**src/rtl/gpio_mux_pkg.sv**
```systemverilog
package gpio_mux_pkg;
  localparam int REG_AW = 3;

  typedef enum logic [REG_AW-1:0] {
    REG_ROUTE = 3'd0,
    REG_DIR   = 3'd1,
    REG_DOUT  = 3'd2,
    REG_IEN   = 3'd3,
    REG_TLVL  = 3'd4,
    REG_TPOL  = 3'd5,
    REG_DIN   = 3'd6,
    REG_STAT  = 3'd7
  } reg_addr_e;
endpackage

```
**src/rtl/gpio_sync.sv**
```systemverilog
module gpio_sync #(
  parameter int W = 8
) (
  input  logic         clk,
  input  logic         rst,
  input  logic [W-1:0] d,
  output logic [W-1:0] q
);
  logic [W-1:0] stage1;

  always_ff @(posedge clk) begin
    if (rst) begin
      stage1 <= '0;
      q      <= '0;
    end else begin
      stage1 <= d;
      q      <= stage1;
    end
  end
endmodule

```
**src/rtl/gpio_cfg_regs.sv**
```systemverilog
module gpio_cfg_regs
  import gpio_mux_pkg::*;
#(
  parameter int NPIN = 8
) (
  input  logic              clk,
  input  logic              rst,
  input  logic              wr_en,
  input  logic              rd_en,
  input  logic [REG_AW-1:0] addr,
  input  logic [NPIN-1:0]   wdata,
  input  logic [NPIN-1:0]   din,
  input  logic [NPIN-1:0]   status,
  output logic [NPIN-1:0]   route,
  output logic [NPIN-1:0]   dir,
  output logic [NPIN-1:0]   dout,
  output logic [NPIN-1:0]   ien,
  output logic [NPIN-1:0]   tlvl,
  output logic [NPIN-1:0]   tpol,
  output logic [NPIN-1:0]   stat_clr,
  output logic [NPIN-1:0]   rdata
);
  logic [NPIN-1:0] rd_mux;

  always_ff @(posedge clk) begin
    if (rst) begin
      route <= '0;
      dir   <= '0;
      dout  <= '0;
      ien   <= '0;
      tlvl  <= '0;
      tpol  <= '0;
    end else if (wr_en) begin
      case (addr)
        REG_ROUTE: route <= wdata;
        REG_DIR:   dir   <= wdata;
        REG_DOUT:  dout  <= wdata;
        REG_IEN:   ien   <= wdata;
        REG_TLVL:  tlvl  <= wdata;
        REG_TPOL:  tpol  <= wdata;
        default:   ;
      endcase
    end
  end

  assign stat_clr = (wr_en && addr == REG_STAT) ? wdata : '0;

  always_comb begin
    case (addr)
      REG_ROUTE: rd_mux = route;
      REG_DIR:   rd_mux = dir;
      REG_DOUT:  rd_mux = dout;
      REG_IEN:   rd_mux = ien;
      REG_TLVL:  rd_mux = tlvl;
      REG_TPOL:  rd_mux = tpol;
      REG_DIN:   rd_mux = din;
      default:   rd_mux = status;
    endcase
  end

  always_ff @(posedge clk) begin
    if (rst)        rdata <= '0;
    else if (rd_en) rdata <= rd_mux;
  end
endmodule

```
**src/rtl/gpio_irq_unit.sv**
```systemverilog
module gpio_irq_unit #(
  parameter int NPIN = 8
) (
  input  logic            clk,
  input  logic            rst,
  input  logic [NPIN-1:0] din,
  input  logic [NPIN-1:0] route,
  input  logic [NPIN-1:0] dir,
  input  logic [NPIN-1:0] ien,
  input  logic [NPIN-1:0] tlvl,
  input  logic [NPIN-1:0] tpol,
  input  logic [NPIN-1:0] stat_clr,
  output logic [NPIN-1:0] armed,
  output logic [NPIN-1:0] status,
  output logic            irq
);
  logic [NPIN-1:0] din_q;
  logic [NPIN-1:0] rise;
  logic [NPIN-1:0] fall;
  logic [NPIN-1:0] stat_nxt;

  assign armed = ien & ~dir & ~route;
  assign rise  = din & ~din_q;
  assign fall  = ~din & din_q;

  for (genvar i = 0; i < NPIN; i++) begin : g_pin
    always_comb begin
      if (tlvl[i]) begin
        stat_nxt[i] = armed[i] & ~(din[i] ^ tpol[i]);
      end else begin
        stat_nxt[i] = (status[i] & ~stat_clr[i])
                    | (armed[i] & (tpol[i] ? fall[i] : rise[i]));
      end
    end
  end

  always_ff @(posedge clk) begin
    if (rst) begin
      din_q  <= '0;
      status <= '0;
      irq    <= 1'b0;
    end else begin
      din_q  <= din;
      status <= stat_nxt;
      irq    <= |(status & ien);
    end
  end
endmodule

```
**src/rtl/gpio_pad_mux.sv**
```systemverilog
module gpio_pad_mux #(
  parameter int NPIN = 8
) (
  input  logic            clk,
  input  logic            rst,
  input  logic [NPIN-1:0] route,
  input  logic [NPIN-1:0] dir,
  input  logic [NPIN-1:0] dout,
  input  logic [NPIN-1:0] per_oe,
  input  logic [NPIN-1:0] per_out,
  output logic [NPIN-1:0] pad_oe,
  output logic [NPIN-1:0] pad_out
);
  for (genvar i = 0; i < NPIN; i++) begin : g_pad
    always_ff @(posedge clk) begin
      if (rst) begin
        pad_oe[i]  <= 1'b0;
        pad_out[i] <= 1'b0;
      end else if (route[i]) begin
        pad_oe[i]  <= per_oe[i];
        pad_out[i] <= per_out[i];
      end else begin
        pad_oe[i]  <= dir[i];
        pad_out[i] <= dout[i];
      end
    end
  end
endmodule

```
**src/rtl/gpio_mux_irq.sv**
```systemverilog
module gpio_mux_irq
  import gpio_mux_pkg::*;
#(
  parameter int NPIN = 8
) (
  input  logic              clk,
  input  logic              rst,
  input  logic              wr_en,
  input  logic              rd_en,
  input  logic [REG_AW-1:0] addr,
  input  logic [NPIN-1:0]   wdata,
  output logic [NPIN-1:0]   rdata,
  input  logic [NPIN-1:0]   pad_in,
  output logic [NPIN-1:0]   pad_oe,
  output logic [NPIN-1:0]   pad_out,
  input  logic [NPIN-1:0]   per_oe,
  input  logic [NPIN-1:0]   per_out,
  output logic [NPIN-1:0]   per_in,
  output logic              irq
);
  logic [NPIN-1:0] din_s;
  logic [NPIN-1:0] cfg_route, cfg_dir, cfg_dout, cfg_ien, cfg_tlvl, cfg_tpol;
  logic [NPIN-1:0] stat_clr, irq_status, pin_armed;

  gpio_sync #(.W(NPIN)) u_sync (
    .clk(clk), .rst(rst), .d(pad_in), .q(din_s)
  );

  gpio_cfg_regs #(.NPIN(NPIN)) u_regs (
    .clk(clk), .rst(rst), .wr_en(wr_en), .rd_en(rd_en), .addr(addr),
    .wdata(wdata), .din(din_s), .status(irq_status),
    .route(cfg_route), .dir(cfg_dir), .dout(cfg_dout), .ien(cfg_ien),
    .tlvl(cfg_tlvl), .tpol(cfg_tpol), .stat_clr(stat_clr), .rdata(rdata)
  );

  gpio_irq_unit #(.NPIN(NPIN)) u_irq (
    .clk(clk), .rst(rst), .din(din_s), .route(cfg_route), .dir(cfg_dir),
    .ien(cfg_ien), .tlvl(cfg_tlvl), .tpol(cfg_tpol), .stat_clr(stat_clr),
    .armed(pin_armed), .status(irq_status), .irq(irq)
  );

  gpio_pad_mux #(.NPIN(NPIN)) u_pad (
    .clk(clk), .rst(rst), .route(cfg_route), .dir(cfg_dir), .dout(cfg_dout),
    .per_oe(per_oe), .per_out(per_out), .pad_oe(pad_oe), .pad_out(pad_out)
  );

  assign per_in = din_s;
endmodule

```
**config.mk**
```make
export PLATFORM = sky130hd
export DESIGN_NAME = gpio_mux_irq
export DESIGN_NICKNAME = d
export VERILOG_FILES = /design/src/rtl/gpio_mux_pkg.sv /design/src/rtl/gpio_sync.sv /design/src/rtl/gpio_cfg_regs.sv /design/src/rtl/gpio_irq_unit.sv /design/src/rtl/gpio_pad_mux.sv /design/src/rtl/gpio_mux_irq.sv
export SDC_FILE = /design/constraint.sdc
export NUM_CORES = 1
export LEC_CHECK = 0
export BUFFER_PORTS_ARGS = -buffer_cell sky130_fd_sc_hd__buf_4
export CAP_MARGIN = 20
export CORE_ASPECT_RATIO = 1.1
export CORE_MARGIN = 1.5
export CORE_UTILIZATION = 40
export CTS_BUF_LIST = sky130_fd_sc_hd__clkbuf_4
export CTS_CLUSTER_SIZE = 28
export DETAILED_ROUTE_END_ITERATION = 10
export GPL_ROUTABILITY_DRIVEN = 0
export MAX_ROUTING_LAYER = met4
export PLACE_DENSITY_LB_ADDON = 0.08
export RECOVER_POWER = 25
export SLEW_MARGIN = 0
export SYNTH_ARGS = -nofsm -noshare
export SYNTH_HDL_FRONTEND = slang
export SYNTH_HIERARCHICAL = 1
export SYNTH_SLANG_ARGS = --single-unit
```
**constraint.sdc**
```tcl
create_clock -name clk -period 2.08 [get_ports clk]
set_input_delay 0.416 -clock clk [delete_from_list [all_inputs] [get_ports clk]]
set_output_delay 0.416 -clock clk [all_outputs]
set_load 0.02 [all_outputs]
```
==> results.py, run 1 <==
metrics = {
    "clocking": {
        "clk_pin_slew_ps": 140,
        "cts_max_level": 3,
        "root_buffer": "clkbuf_4",
        "hold_buffers": 0,
        "clkSinkCount": 105,
        "cts_resized": 0,
        "clk-insertion-delay-late_ps": 460,
        "postCtsSetupRepairBufs": 0,
        "cts_tree": "yes",
        "cts_buffers": 9,
        "cts_max_path_buffers": 2,
    },
    "run": {
        "maxCapViolCount": 0,
    },
    "synthesis": {
        "synthFlopType": "dfxtp_1",
        "synth_commonest_cells": "dfxtp_1 (105), nand2_1 (66), a21oi_1 (40)",
        "syn_inst": 476,
        "synth_warnings": 6,
        "yosysTopAreaCell": "dfxtp_1",
        "synth_edf_count": 0,
        "synthesis.area_sq_um": 4579,
        "yosys.cell_count.top_type": "dfxtp_1",
        "synth_area_leaders": "dfxtp_1 (46%), mux2i_1 (7.0%), nand2_1 (5.4%)",
        "ys_seq_area_share_pct": 45.90,
        "yosysTopAreaCellShare_pct": 45.90,
        "synth_nets": 515,
        "ys_seq_elements": 105,
        "postSynth.asyncResetShare_pct": 0,
        "ys_types": 40,
        "synth_area_per_cell_sq_um": 9.621,
    },
    "timing": {
        "slew_headroom_pct": 33.24,
        "finalCritPeriodShare_pct": 74.45,
        "drv_slew": 0,
        "fin_crit_ps": 1549,
        "rsz0062_at_grt": "no",
        "hold_viol_final": 0,
        "timing.fmax_ghz": 0.6458,
        "finalSetupViolations": 0,
        "fin_tns_setup_ps": 0,
        "finClkSkew_ps": 24.88,
        "hold_slack_ps": 168.3,
        "worst_pin_slew_ps": 1001,
    },
    "placement": {
        "post-dp-hpwl_um": 8918,
        "io_buffers": 71,
    },
    "setup_path": {
        "path_cells": "clkbuf_1, clkbuf_2, nor4b_1, a31o_1",
        "worst_ep_required_time_ps": 2440,
        "reg2reg_depth": 3,
        "crit_arrival_ps": 1910,
        "cp_top_family": "buffers and inverters",
        "critical_path_class": "in -> reg",
        "cp_max_fo": 45,
        "worst_path_max_delay_cell": "clkbuf_2",
        "timing.rr.end": "u_irq/status[0]",
        "max_stage_delay_ps": 820,
        "critPathLaunchType": "input port",
        "end_kind": "flop",
        "r2r-start": "u_regs/tlvl[0]",
        "reg2reg_slack_ps": 760,
        "critPathBufInv": 2,
    },
    "status": {
        "outcome": "finished, final reports clean",
    },
    "min_path": {
        "hold_path.class": "in -> reg",
        "holdPathEnd": "u_sync/stage1[5]",
        "holdPathStages": 2,
        "min_from": "pad_in[5]",
    },
    "detailed_routing": {
        "top_layer": "met4",
        "routed-wl-met2_um": 6170,
        "antenna_left": 0,
        "drt-total-wl_um": 12740,
        "met3_length_um": 829,
        "drc": 0,
        "drtIter0Drc": 350,
        "vias_per_cell": 5.541,
        "wl_met1_um": 5354,
        "drt_first_pass_iters": 5,
        "routedWlPerCell_um": 18.38,
        "vias": 3840,
    },
    "pwr": {
        "ir_drop_mv": 0.3317,
        "power_density_nw_per_um2": 680.4,
        "p_leak_uw": 0.002009,
        "fin_total_pwr_uw": 3637,
    },
    "floorplan": {
        "coreArea_sq_um": 11060,
        "rows": 40,
        "dieArea_sq_um": 12100,
        "ios": 72,
        "die_x_um": 105.0,
        "initial_core_util_pct": 41.40,
        "die_height_um": 115.2,
    },
    "cells_and_area": {
        "antennaDiodeCount": 0,
        "fin_nets": 582,
        "area_growth_syn_to_layout_pct": 16.72,
        "drive_gt1_share_pct": 26.74,
    },
    "grt": {
        "gr-total-overflow": 0,
        "grt_pass1_vias": 3690,
        "antenna_found_initial": 0,
        "grt_pass1_wl_um": 19840,
        "grt_usage_pct": 22.36,
        "grt_max_degree": 46,
    },
}
-- report_power, final --
group	switching, uW	internal (uW)	total [uW]
Combinational	230	189	419
Clock	629	466	1100
Sequential	54.9	2070	2120
Total	914	2720	3640
-- metal layers --
layer  GRT usage, %  up-vias
li1               -     1845
met1          27.07     1821
met2          36.47      147
met3          4.365       27
met4          9.498        0
met5              -        -
-- through the flow --
step,util [%],cells,setup WS [ps],instance area (sq um)
2_1_floorplan,-,476,474.4,4579
3_3_place_gp,47.29,679,352.9,5230
3_5_place_dp,47.29,679,307.0,5230
4_1_cts,48.55,693,511.3,5370
5_1_grt,48.33,693,351.3,5345
6_report,48.33,693,531.4,5345
-- flip-flops by register name, indices dropped and copies added, names as in the netlist --
name	flops
u_pad/pad_oe	8
u_regs/ien	8
u_regs/dir	8
u_regs/rdata	8
u_pad/pad_out	8
u_regs/dout	8
u_irq/irq	1
u_regs/tlvl	8
u_irq/din_q	8
u_sync/q	8
u_regs/tpol	8
u_sync/stage1	8
u_regs/route	8
u_irq/status	8
-- cell families after synthesis --
| kind of cell | after synthesis | share of synthesized area (%) |
|---|---|---|
| AO/OA/AOI/OAI | 110 | 18.99 |
| buffers and inverters | 28 | 3.688 |
| flip-flops | 105 | 45.90 |
| multiplexers | 32 | 6.995 |
| AND/OR/NAND/NOR | 201 | 24.43 |
-- layout by cell type (no fill, tap or decap), drive strengths merged, types with 9 or more instances in the layout --
cell type / count
a21bo: 9
a21oi: 40
a221oi: 24
and2: 9
buf: 78
clkbuf: 13
dfxtp: 105
mux2i: 32
nand2: 66
nor2: 40
nor2b: 30
nor3: 10
or2: 10
-- worst max-delay path by stage --
stage / startpoint / end / cells past startpoint
finish: rst / u_irq/status[1] / 4
global route: rst / u_irq/status[1] / 4
CTS: u_sync/q[2] / per_in[2] / 1
detailed placement: addr[2] / u_regs/rdata[6] / 6
global placement: addr[1] / u_regs/rdata[6] / 6
floorplan: addr[1] / u_irq/status[6] / 7
-- area by class of cell --
class | count | area [sq um]
fillers | 1070 | 5715
multi-input cells | 343 | 2308
flip-flops and latches | 105 | 2102
repair buffers | 82 | 603.1
well taps | 147 | 183.9
clock inverters | 5 | 72.57
clock buffers | 9 | 67.56
inverters | 2 | 7.507
(Power assumes the default switching activity.)
==> run 2: changes to the inputs <==
==> constraint.sdc (replaced) <==
create_clock -name clk -period 1.4 [get_ports clk]
set_input_delay 0.28 -clock clk [delete_from_list [all_inputs] [get_ports clk]]
set_output_delay 0.28 -clock clk [all_outputs]
set_load 0.02 [all_outputs]
==> run 2 against run 1 <==
  * Core utilization increased by 3.1 points
  * Critical path depth decreased by 3
  * Register-to-register slack got worse by 720 ps
  * Combinational power increased by 66%
  * Sequential share of layout area decreased by 2.3 points
  * Flip-flop and latch count unchanged
  * Sequential power increased by 48%
  * Count of clock-buffer cells in the layout increased by 1
  * Largest cell class unchanged
  * Wire length increased by 2.0%
==> results.py, run 2 (synthesis gave the netlist of run 1 again) <==
metrics = {
    "clocking": {
        "postCtsSetupRepairBufs": 0,
        "cts_buffers": 9,
        "cts_max_path_buffers": 2,
        "root_buffer": "clkbuf_4",
        "cts_max_level": 3,
        "clkSinkCount": 105,
        "cts_tree": "yes",
        "clk-insertion-delay-late_ps": 470,
        "clk_pin_slew_ps": 160,
    },
    "setup_path": {
        "cp_max_fo": 5,
        "critPathBufInv": 1,
        "worst_path_max_delay_cell": "dfxtp_1",
        "crit_arrival_ps": 1080,
        "end_kind": "primary output",
        "critical_path_class": "reg -> out",
        "cp_top_family": "flip-flops",
        "max_stage_delay_ps": 440,
        "path_cells": "buf_4",
        "critPathLaunchType": "flop",
        "worst_ep_required_time_ps": 1120,
    },
    "floorplan": {
        "coreArea_sq_um": 11060,
        "ios": 72,
        "initial_core_util_pct": 41.40,
        "rows": 40,
        "die_x_um": 105.0,
        "die_height_um": 115.2,
        "dieArea_sq_um": 12100,
    },
    "grt": {
        "antenna_found_initial": 0,
        "grt_max_degree": 74,
        "grt_pass1_vias": 3900,
        "use_met3_pct": 4.195,
        "grt.met1_usage_pct": 26.49,
        "grt_use_met2_pct": 36.43,
        "top_usage_layer": "met2",
        "gr-total-overflow": 0,
        "grt_pass1_wl_um": 20240,
        "grt_usage_pct": 22.61,
    },
    "pwr": {
        "p_leak_uw": 0.002236,
        "power.switching_uw": 1418,
        "intPower_uw": 4314,
        "seqPwrFrac_pct": 54.8,
        "p_clk_share_pct": 33.1,
        "netSwitchingFraction_pct": 24.74,
        "power_density_nw_per_um2": 1007,
        "fin_total_pwr_uw": 5733,
        "combPwrFrac_pct": 12.2,
        "ir_drop_mv": 0.4878,
    },
    "placement": {
        "post-dp-hpwl_um": 9242,
        "io_buffers": 71,
        "dp_slack_ps": -332.9,
    },
    "timing": {
        "finalCritPeriodShare_pct": 96.79,
        "hold_viol_final": 0,
        "drv_slew": 0,
        "finalSetupViolations": 0,
        "worst_pin_slew_ps": 879.4,
        "slew_headroom_pct": 41.38,
        "timing.fmax_ghz": 0.7380,
        "rsz0062_at_grt": "no",
        "finClkSkew_ps": 20.50,
        "fin_crit_ps": 1355,
        "setup_ws_ps": 44.97,
        "hold_slack_ps": 35.68,
    },
    "cells_and_area": {
        "final_util_pct": 51.47,
        "layout_commonest_cell": "buf_4",
        "antennaDiodeCount": 0,
        "fin_nets": 617,
        "final_cell_mix": "buf_4 (109), dfxtp_1 (99), nand2_1 (66)",
        "area_growth_syn_to_layout_pct": 24.32,
        "drive_gt1_share_pct": 31.56,
    },
    "run": {
        "maxCapViolCount": 0,
    },
    "detailed_routing": {
        "drt_first_pass_iters": 6,
        "routedWlPerCell_um": 17.79,
        "vias_per_cell": 5.379,
        "antenna_left": 0,
        "vias": 3927,
        "drc": 0,
        "drtIter0Drc": 231,
        "drt-total-wl_um": 12990,
    },
    "status": {
        "outcome": "finished, final reports clean",
    },
    "min_path": {
        "hold_path.class": "in -> reg",
    },
}
==> run 2: layer usage <==
metal,wire length [um],vias to the layer above
met3,741,31
met2,6275,126
met4,517,0
met5,0,-
met1,5455,1848
li1,-,1922
==> run 2: cell type report <==
type,count,area (sq um)
Multi-Input combinational cell,343,2302
Sequential cell,105,2110
Timing Repair Buffer,117,908.4
Clock buffer,10,75.07
Clock inverter,6,106.4
Fill cell,1061,5368
Tap cell,147,183.9
Inverter,2,7.507
==> run 2: timing repair <==
item,in CTS,in global routing
hold buffers,5,0
resized for setup,5,2
endpoints found under the hold margin,5,0
setup endpoints to repair,5,2
==> run 2: path summary, 6_finish.rpt <==
kind / from / endpoint / slack [ps] / depth (start not counted)
max: u_sync/q[4] / per_in[4] / 40 / 1
max reg2reg: u_regs/dout[3] / u_regs/rdata[3] / 40 / 3
min reg2reg: u_sync/stage1[2] / u_sync/q[2] / 450 / 1
min: per_out[5] / u_pad/pad_out[5] / 40 / 3
==> run 2: metrics by stage <==
step | setup TNS, ps | area (sq um) | cells
2_1_floorplan | 0 | 4583 | 476
3_3_place_gp | -4333 | 5480 | 709
3_5_place_dp | -4659 | 5480 | 709
4_1_cts | 0 | 5723 | 730
5_1_grt | 0 | 5693 | 730
6_report | 0 | 5693 | 730
==> run 2: power by group through the flow <==
stage,registers (uW),logic (uW),clock network (uW)
2_1_floorplan,3230,353,0
3_3_place_gp,3200,680,0
3_5_place_dp,3200,691,0
4_1_cts,3140,706,1960
5_1_grt,3150,751,2060
6_report,3140,697,1900
==> run 2: worst reg2reg max path, stage by stage, from the launching register on <==
cell,delay [ps]
dfxtp_1,350
a221oi_1,470
o22ai_1,170
a32o_1,280
